===== src/rtl/xcvr_mode_pkg.sv =====
package xcvr_mode_pkg;

    typedef enum logic [2:0] {
        OPM_OFF,
        OPM_CLKO,
        OPM_STBY,
        OPM_RX,
        OPM_TX,
        OPM_TXCAL,
        OPM_RFLB,
        OPM_BBLB
    } op_mode_e;

    localparam logic [2:0] SEL_CLKO  = 3'b000;
    localparam logic [2:0] SEL_STBY  = 3'b001;
    localparam logic [2:0] SEL_RX    = 3'b010;
    localparam logic [2:0] SEL_TX    = 3'b011;
    localparam logic [2:0] SEL_TXCAL = 3'b100;
    localparam logic [2:0] SEL_RFLB  = 3'b101;
    localparam logic [2:0] SEL_BBLB  = 3'b110;

    // Single-bit block enables driven straight to the ports
    typedef struct packed {
        logic osc;
        logic clko;
        logic synth;
        logic rx;
        logic lna;
        logic rxbuf;
        logic tx;
        logic amdet;
        logic lpf_byp;
        logic lb_rf;
        logic lb_bb;
    } port_en_t;

    // Full decode result, including transmit-channel policy
    typedef struct packed {
        port_en_t pe;
        logic     all_tx;
        logic     top_ch_only;
    } blk_en_t;

    function automatic op_mode_e decode_mode(input logic pin, input logic [2:0] sel);
        op_mode_e m;
        if (!pin) begin
            m = OPM_OFF;
        end else begin
            case (sel)
                SEL_CLKO:  m = OPM_CLKO;
                SEL_RX:    m = OPM_RX;
                SEL_TX:    m = OPM_TX;
                SEL_TXCAL: m = OPM_TXCAL;
                SEL_RFLB:  m = OPM_RFLB;
                SEL_BBLB:  m = OPM_BBLB;
                default:   m = OPM_STBY;
            endcase
        end
        return m;
    endfunction

    function automatic blk_en_t enables_of(input op_mode_e m);
        blk_en_t e;
        e = '0;
        if (m != OPM_OFF) begin
            e.pe.osc  = 1'b1;
            e.pe.clko = 1'b1;
        end
        if (m != OPM_OFF && m != OPM_CLKO) begin
            e.pe.synth = 1'b1;
        end
        case (m)
            OPM_RX: begin
                e.pe.rx    = 1'b1;
                e.pe.lna   = 1'b1;
                e.pe.rxbuf = 1'b1;
            end
            OPM_TX: begin
                e.pe.tx  = 1'b1;
                e.all_tx = 1'b1;
            end
            OPM_TXCAL: begin
                e.pe.tx    = 1'b1;
                e.all_tx   = 1'b1;
                e.pe.amdet = 1'b1;
                e.pe.rxbuf = 1'b1;
            end
            OPM_RFLB: begin
                e.pe.tx      = 1'b1;
                e.top_ch_only = 1'b1;
                e.pe.rx      = 1'b1;
                e.pe.rxbuf   = 1'b1;
                e.pe.lpf_byp = 1'b1;
                e.pe.lb_rf   = 1'b1;
            end
            OPM_BBLB: begin
                e.pe.tx      = 1'b1;
                e.top_ch_only = 1'b1;
                e.pe.rx      = 1'b1;
                e.pe.rxbuf   = 1'b1;
                e.pe.lb_bb   = 1'b1;
            end
            default: ;
        endcase
        return e;
    endfunction

    // Modes in which the keep-on control may hold PA bias
    function automatic logic bias_hold_ok(input op_mode_e m);
        return (m != OPM_OFF) && (m != OPM_CLKO);
    endfunction

endpackage


===== src/rtl/xcvr_mode_decode.sv =====
module xcvr_mode_decode
    import xcvr_mode_pkg::*;
(
    input  logic       en_pin,
    input  logic [2:0] mode_sel,
    output op_mode_e   mode_n
);

    always_comb begin
        mode_n = decode_mode(en_pin, mode_sel);
    end

endmodule


===== src/rtl/xcvr_enable_reg.sv =====
module xcvr_enable_reg
    import xcvr_mode_pkg::*;
#(
    parameter int NUM_TX = 4,
    localparam int SEL_W = (NUM_TX > 1) ? $clog2(NUM_TX) : 1,
    localparam int TOP_CH = NUM_TX - 1
) (
    input  logic              clk,
    input  logic              rst,
    input  op_mode_e          mode_n,
    input  logic [SEL_W-1:0]  det_sel,
    output port_en_t          en_q,
    output logic [NUM_TX-1:0] tx_chan_q,
    output logic [NUM_TX-1:0] amsel_q
);

    blk_en_t en_n;

    always_comb begin
        en_n = enables_of(mode_n);
    end

    always_ff @(posedge clk) begin
        if (rst) begin
            en_q <= '0;
        end else begin
            en_q <= en_n.pe;
        end
    end

    for (genvar ch = 0; ch < NUM_TX; ch++) begin : g_ch
        always_ff @(posedge clk) begin
            if (rst) begin
                tx_chan_q[ch] <= 1'b0;
                amsel_q[ch]   <= 1'b0;
            end else begin
                tx_chan_q[ch] <= en_n.all_tx || (en_n.top_ch_only && (ch == TOP_CH));
                amsel_q[ch]   <= en_n.pe.amdet && (det_sel == SEL_W'(ch));
            end
        end
    end

endmodule


===== src/rtl/xcvr_pa_timer.sv =====
module xcvr_pa_timer
    import xcvr_mode_pkg::*;
#(
    parameter int NUM_TX = 4,
    parameter int DLY_W  = 8
) (
    input  logic              clk,
    input  logic              rst,
    input  op_mode_e          mode_n,
    input  logic [DLY_W-1:0]  pa_delay,
    input  logic              pa_keep_on,
    input  logic [NUM_TX-1:0] pa_chan_en,
    output logic [NUM_TX-1:0] pa_bias_en
);

    logic              tx_n;
    logic              tx_q;
    logic [DLY_W-1:0]  cnt_n;
    logic [DLY_W-1:0]  cnt_q;
    logic              rel_q;
    logic              hold_q;
    logic [NUM_TX-1:0] allow_q;

    assign tx_n = (mode_n == OPM_TX);

    // Count restarts at zero on every entry and saturates at the delay
    always_comb begin
        cnt_n = '0;
        if (tx_n && tx_q) begin
            cnt_n = (cnt_q < pa_delay) ? cnt_q + DLY_W'(1) : cnt_q;
        end
    end

    always_ff @(posedge clk) begin
        if (rst) begin
            tx_q    <= 1'b0;
            cnt_q   <= '0;
            rel_q   <= 1'b0;
            hold_q  <= 1'b0;
            allow_q <= '0;
        end else begin
            tx_q    <= tx_n;
            cnt_q   <= cnt_n;
            rel_q   <= tx_n && (cnt_n >= pa_delay);
            hold_q  <= pa_keep_on && bias_hold_ok(mode_n);
            allow_q <= pa_chan_en;
        end
    end

    for (genvar ch = 0; ch < NUM_TX; ch++) begin : g_bias
        assign pa_bias_en[ch] = allow_q[ch] & (rel_q | hold_q);
    end

endmodule


===== src/rtl/xcvr_mode_seq.sv =====
module xcvr_mode_seq
    import xcvr_mode_pkg::*;
#(
    parameter int NUM_TX = 4,
    parameter int DLY_W  = 8,
    localparam int SEL_W = (NUM_TX > 1) ? $clog2(NUM_TX) : 1
) (
    input  logic              clk,
    input  logic              rst,
    input  logic              en_pin,
    input  logic [2:0]        mode_sel,
    input  logic [SEL_W-1:0]  det_sel,
    input  logic [DLY_W-1:0]  pa_delay,
    input  logic              pa_keep_on,
    input  logic [NUM_TX-1:0] pa_chan_en,
    output logic              osc_en,
    output logic              clkout_en,
    output logic              synth_en,
    output logic              rx_en,
    output logic              lna_en,
    output logic              rxbuf_en,
    output logic              tx_en,
    output logic [NUM_TX-1:0] tx_chan_en,
    output logic              amdet_en,
    output logic [NUM_TX-1:0] amdet_sel,
    output logic              lpf_bypass,
    output logic              lpbk_rf_en,
    output logic              lpbk_bb_en,
    output logic [NUM_TX-1:0] pa_bias_en
);

    op_mode_e mode_n;
    port_en_t en_q;

    xcvr_mode_decode u_dec (
        .en_pin   (en_pin),
        .mode_sel (mode_sel),
        .mode_n   (mode_n)
    );

    xcvr_enable_reg #(.NUM_TX(NUM_TX)) u_en (
        .clk       (clk),
        .rst       (rst),
        .mode_n    (mode_n),
        .det_sel   (det_sel),
        .en_q      (en_q),
        .tx_chan_q (tx_chan_en),
        .amsel_q   (amdet_sel)
    );

    xcvr_pa_timer #(.NUM_TX(NUM_TX), .DLY_W(DLY_W)) u_pa (
        .clk        (clk),
        .rst        (rst),
        .mode_n     (mode_n),
        .pa_delay   (pa_delay),
        .pa_keep_on (pa_keep_on),
        .pa_chan_en (pa_chan_en),
        .pa_bias_en (pa_bias_en)
    );

    assign osc_en     = en_q.osc;
    assign clkout_en  = en_q.clko;
    assign synth_en   = en_q.synth;
    assign rx_en      = en_q.rx;
    assign lna_en     = en_q.lna;
    assign rxbuf_en   = en_q.rxbuf;
    assign tx_en      = en_q.tx;
    assign amdet_en   = en_q.amdet;
    assign lpf_bypass = en_q.lpf_byp;
    assign lpbk_rf_en = en_q.lb_rf;
    assign lpbk_bb_en = en_q.lb_bb;

endmodule


===== config.mk =====
export PLATFORM = sky130hd
export DESIGN_NAME = xcvr_mode_seq
export DESIGN_NICKNAME = d
export VERILOG_FILES = /design/src/rtl/xcvr_mode_pkg.sv /design/src/rtl/xcvr_mode_decode.sv /design/src/rtl/xcvr_enable_reg.sv /design/src/rtl/xcvr_pa_timer.sv /design/src/rtl/xcvr_mode_seq.sv
export SDC_FILE = /design/constraint.sdc
export NUM_CORES = 1
export LEC_CHECK = 0
export BUFFER_PORTS_ARGS = -buffer_cell sky130_fd_sc_hd__buf_2
export CAP_MARGIN = 25
export CORE_MARGIN = 5
export CORE_UTILIZATION = 50
export CTS_BUF_LIST = sky130_fd_sc_hd__clkbuf_8 sky130_fd_sc_hd__clkbuf_16
export DETAILED_ROUTE_END_ITERATION = 10
export GPL_TIMING_DRIVEN = 0
export PLACE_DENSITY_LB_ADDON = 0.3
export SLEW_MARGIN = 20
export SYNTH_ARGS = -nofsm -noshare
export SYNTH_HDL_FRONTEND = slang
export SYNTH_SLANG_ARGS = --single-unit

===== constraint.sdc =====
create_clock -name clk -period 7.7 [get_ports clk]
set_input_delay 0.385 -clock clk [delete_from_list [all_inputs] [get_ports clk]]
set_output_delay 0.385 -clock clk [all_outputs]
set_load 0.02 [all_outputs]

* Word level (Yosys, flattened, before mapping)
Cells that the tools add are included.
** Storage, ports and cells
- Input bits :: 21
- Logic and storage cells :: 76
- Output and inout port bits :: 23
- Bits in registers :: 32
** Operators by class
- Muxes and demuxes :: 15
- Reductions and logical operators :: 17
- Bitwise operators :: 5
- $add $sub $neg :: 1
- Eq/ne operators :: 14
- Magnitude comparators :: 2
** Operator list (count)
- equality test 3 bit, second input constant :: 7
- case mux 3 bit (6 select lines) :: 1
- 2-to-1 mux 8 bit :: 2
- equality test 3 x 2 -> 1 bit, second input constant :: 3
- 2-to-1 mux 1 bit :: 9
- adder 8 x 1 -> 8 bit, second input constant :: 1
- >= comparator 8 bit :: 1
- logical AND 1 bit :: 8
- less-than comparator 8 bit :: 1
- OR reduction 4 bit :: 2
- AND 1 bit :: 4
- equality test 2 bit, second input constant :: 2
- 2-to-1 mux 2 bit :: 2
- OR reduction 2 bit :: 2
- zero test 3 bit :: 1
- 2-to-1 mux 3 bit :: 1
- != test 3 x 1 -> 1 bit, second input constant :: 1
- nonzero test 3 bit :: 1
- OR reduction 3 bit :: 1
- equality test 2 x 1 -> 1 bit, second input constant :: 1
- zero test 2 bit :: 1
- logical OR 1 bit :: 1
- bitwise OR 1 bit :: 1

* Depth between registers and ports, before layout
- Depth in word-level cells :: 8
- Gate-level depth with buffers :: 13
- Depth with buffers taken out :: 13

* By module
A second synthesis with hierarchy kept.
** Unflattened totals
- Cell total of the unflattened synthesis :: 165
- Area total of the unflattened synthesis :: 1524.0 um2
** By module, submodules not included
- xcvr_pa_timer :: seq. area each 300.3 um2, cells an instance 119, area an instance 1024.7 um2, times used 1
- xcvr_enable_reg :: seq. area each 280.3 um2, cells an instance 39, area an instance 454.2 um2, times used 1
- xcvr_mode_decode :: seq. area each 0.0 um2, cells an instance 7, area an instance 45.0 um2, times used 1

* Least setup slack after synthesis
No wires, ideal clock.
- Path kind :: input to register
- From :: in pa_delay[4]
- To :: reg u_pa.rel_q
- Buffers on the path :: 0
- Arrival :: 2.787 ns
- Slack :: 4.796 ns
- Library setup time :: 0.116 ns
- Data required time :: 7.584 ns
- Stages :: 12
- Cell sequence :: inv_1 ha_1 or4_4 a21oi_4 o31ai_2 or3_1 a21oi_1 ha_1 a21o_1 a211oi_1 o21ai_0 o211a_1
** Between the ends
- Word-level cells in the longest chain between the ends :: 5
** Ends and longest elaborated chain
- start, declared :: RTL line xcvr_mode_seq.sv:13 : input logic [DLY_W-1:0] pa_delay,
- less-than comparator 8 bit :: RTL line xcvr_pa_timer.sv:30 : cnt_n = (cnt_q < pa_delay) ? cnt_q + DLY_W'(1) : cnt_q;
- 2-to-1 mux 8 bit :: RTL line xcvr_pa_timer.sv:30
- 2-to-1 mux 8 bit :: RTL line xcvr_pa_timer.sv:29 : if (tx_n && tx_q) begin
- named net u_pa.cnt_n[5] :: RTL line xcvr_pa_timer.sv:18 : logic [DLY_W-1:0] cnt_n;
- >= comparator 8 bit :: RTL line xcvr_pa_timer.sv:44 : rel_q <= tx_n && (cnt_n >= pa_delay);
- logical AND 1 bit :: RTL line xcvr_pa_timer.sv:44
- end signal, assigned :: RTL line xcvr_pa_timer.sv:44
- end, declared :: RTL line xcvr_pa_timer.sv:20 : logic rel_q;
The timed path passes the listed nets, and every way through them passes these cells.
A chain may end at the register's enable or synchronous reset.

* Worst setup path in the final report
- From :: reg u_pa.cnt_q[2]
- To :: reg u_pa.rel_q
** Between the ends
- Word-level cells in the longest chain between the ends :: 5
- Elaborated cells on any way between the ends :: 6
- Those cells by class :: add/sub (1); order compare (2); mux (2); reduce/logical (1)
** Ends and longest elaborated chain
- start, declared :: RTL line xcvr_pa_timer.sv:19 : logic [DLY_W-1:0] cnt_q;
- start signal, assigned :: RTL line xcvr_pa_timer.sv:43 : cnt_q <= cnt_n;
- adder 8 x 1 -> 8 bit / less-than comparator 8 bit (equally long branches) :: RTL line xcvr_pa_timer.sv:30
- 2-to-1 mux 8 bit (*) :: RTL line xcvr_pa_timer.sv:30
- 2-to-1 mux 8 bit (*) :: RTL line xcvr_pa_timer.sv:29
- named net u_pa.cnt_n[5] :: RTL line xcvr_pa_timer.sv:18
- >= comparator 8 bit (*) :: RTL line xcvr_pa_timer.sv:44
- logical AND 1 bit (*) :: RTL line xcvr_pa_timer.sv:44
Mark *: on every way through the listed nets, which the timed path passes. The rest lies on a longest branch.

==> metrics.md <==
| Metric | Value |
|---|---|
| Sw Share | 0.235 |
| Initial DRC count | 28 |
| Largest net degree at the start of global routing | 11 |
| Clock Sinks | 29 |
| Register area share after synthesis | 0.404 |
| Layout fillers | 250 |
| Post-synth top area cell | dfxtp_1 |
| P_sw | 0.0758 mW |
| Vias | 1253 |
| GP Congestion | 0.892 |
| Reg area | 581 µm² |
| WP data required | 7.88 ns |
| Clock share of power | 0.433 |
| Area delta synth->final | 24.7% |
| Clock buffer depth | 2 |
| H-tree depth | 2 |
| Worst-path clk slew | 0.07 ns |
| Remaining global-route overflow | 0 |
| Worst slew pin tran | 0.591 ns |
| Synth warn | 0 |
| Post-CTS Setup Bufs | 0 |
| Logic pwr share | 0.089 |
| Total Nets Final | 244 |
| Syn avg cell area | 9.15 µm² |
| Multi-input logic area | 773 µm² |
| CTS tree | yes |
| Detailed placement HPWL | 2450 µm |
| Post-synth top area share | 0.404 |
| Worst Setup Path Type | reg -> reg |
| Worst Setup End Kind | flop |
| IO Pins | 44 |
| Layout Utilization | 0.650 |
| Final antenna-violating net count | 0 |
| Mapped Nets | 194 |
| First-pass GRT wire length | 5410 µm |
| Async S/R FF share, synth | 0 |
| Layout cells sized above 1 | 0.288 |
| Final worst-path cycle share | 0.424 |
| GRT Util Overall | 0.168 |
| Via density | 5.24 |
| Die X | 63.6 µm |
| IO buf count | 43 |
| Hold Fails Final Rpt | 0 |
| VDD IR-drop max | 0.000185 V |
| RSZ-0062 raised after global routing | no |
| Yosys cell types | 33 |
| Fmax | 306 MHz |
| Final Setup Violations | 0 |
| DRC viols | 0 |
| Cell Pwr Density | 180 nW/µm² |
| Seq cells post-synth | 29 |
| Top post-synthesis cells by area | dfxtp_1 (40%), ha_1 (14%), nor2_1 (3.9%) |
| CORE AREA | 2760 µm² |
| # rows | 19 |
| Cell count after synthesis | 157 |
| Min-delay worst type | in -> reg |
| Status | finished clean |
| CTS Root Cell | clkbuf_8 |
| Period minus WS final | 3.27 ns |
| Pint | 0.246 mW |
| Seq pwr share | 0.478 |
| Tot Pwr | 0.322 mW |
| WL per Instance | 12.9 µm |
| Clk_skew | 0.00686 ns |
| Post-synth EDFFs | 0 |
| DR pass1 iterations | 4 |
| Full die area | 4040 µm² |
| Leakage power | 0.908 nW |
| TNS Setup | 0 ns |
| Hold slack | 0.298 ns |
| Post-Syn Area | 1440 µm² |
| Post-CTS resize count | 0 |
| Starting Density | 0.521 |
| Antenna violations before repair | 0 |
| Commonest cells post-synth | dfxtp_1 (29), ha_1 (16), nor2_1 (15), a21oi_1 (11) |
| Relative slew slack | 0.604 |
| Die H | 63.6 µm |
| CP arrival | 3.45 ns |
| N_diodes | 0 |
| Insertion delay to the later sink of the worst-skew pair | 0.29 ns |
| Max-slew violation count | 0 |
| Crit path max fanout | 8 |
| Hold Buf Count CTS | 0 |
| Max Cap Viol | 0 |
| TritonCTS buffer count | 5 |
| Most frequent cell after synthesis | dfxtp_1 |
| Number of global-route vias before repair | 1295 |
| Total wire length | 3070 µm |
| Ys flop type | dfxtp_1 |
| Startpoint types | flop |
[through the flow]
| step | cells | cell area [µm²] | setup WS (ns) |
|---|---|---|---|
| after floorplan | 157 | 1440 | 4.80 |
| after global placement | 231 | 1690 | 4.45 |
| after detailed placement | 231 | 1690 | 4.39 |
| after CTS | 239 | 1790 | 4.46 |
| after global routing | 239 | 1790 | 4.19 |
| final | 239 | 1790 | 4.43 |
[cell usage in the layout (no fill, tap or decap), drive strengths merged, types with 2 or more instances in the layout]
cell	count
buf	48
dfxtp	29
ha	16
nor2	15
a21oi	12
clkbuf	10
inv	9
nor2b	9
nand2	7
or3	5
nand2b	5
and3	4
o21ai	4
nor3	4
nand3	3
a21o	3
xor2	3
a211oi	3
o21a	2
o311ai	2
and2	2
nand4	2
o31ai	2
[critical path: stages (launching register included)]
cell and delay (ns):
dfxtp_1 0.46, ha_1 0.28, or3_1 0.34, a21oi_1 0.29, o31ai_2 0.22, or3_1 0.41, a21oi_1 0.20, ha_1 0.27
a21o_1 0.18, a211oi_1 0.22, o21ai_0 0.15, o211a_1 0.15
[sequential cells by signal (all words and copies together) (netlist names)]
register,count
u_pa.allow_q,4
u_en.en_q,8
u_pa.cnt_q,8
u_en.amsel_q,4
u_pa.tx_q,1
u_pa.rel_q,1
u_en.tx_chan_q,2
u_pa.hold_q,1
[path summary, 6_finish.rpt]
check / from / endpoint / slack [ns] / cells after the start
setup reg to reg: u_pa.cnt_q[2]$_SDFF_PP0_ / u_pa.rel_q$_SDFF_PP0_ / 4.43 / 11
hold reg to reg: u_pa.cnt_q[7]$_SDFF_PP0_ / u_pa.cnt_q[7]$_SDFF_PP0_ / 0.54 / 2
hold / removal: det_sel[0] / u_en.amsel_q[2]$_SDFF_PP0_ / 0.30 / 2
setup / recovery: u_pa.cnt_q[2]$_SDFF_PP0_ / u_pa.rel_q$_SDFF_PP0_ / 4.43 / 11
[layout make-up]
cell class | count | share of cell area
multi-input combinational | 111 | 0.432
sequential | 29 | 0.324
timing repair buffer | 43 | 0.120
clock buffer | 7 | 0.0538
buffer | 8 | 0.0272
tap | 31 | 0.0216
inverter | 9 | 0.0189
clock inverter | 1 | 0.00279
[power groups by stage]
| stage | Clock (mW) | Sequential (mW) | Combinational [mW] |
|---|---|---|---|
| after floorplan | 0 | 0.160 | 0.0143 |
| after global placement | 0 | 0.157 | 0.0278 |
| after detailed placement | 0 | 0.157 | 0.0287 |
| after CTS | 0.142 | 0.154 | 0.0289 |
| after global routing | 0.150 | 0.154 | 0.0321 |
| final | 0.139 | 0.154 | 0.0287 |
[logic make-up after synthesis]
group	Yosys count	share of synthesized area
xor+xnor	4	0.0244
buf+inv	17	0.0575
mux	1	0.00697
flops	29	0.404
compound gates	30	0.145
simple gates	60	0.223
fa+ha+maj	16	0.139
[layer usage]
metal / GRT usage / up-vias / part of all wire
li1: - / 646 / -
met1: 0.178 / 558 / 0.40
met2: 0.279 / 41 / 0.48
met3: 0.0799 / 8 / 0.094
met4: 0.0753 / 0 / 0.022
met5: 0 / - / 0
No activity file was read; power rests on OpenSTA's default activity.
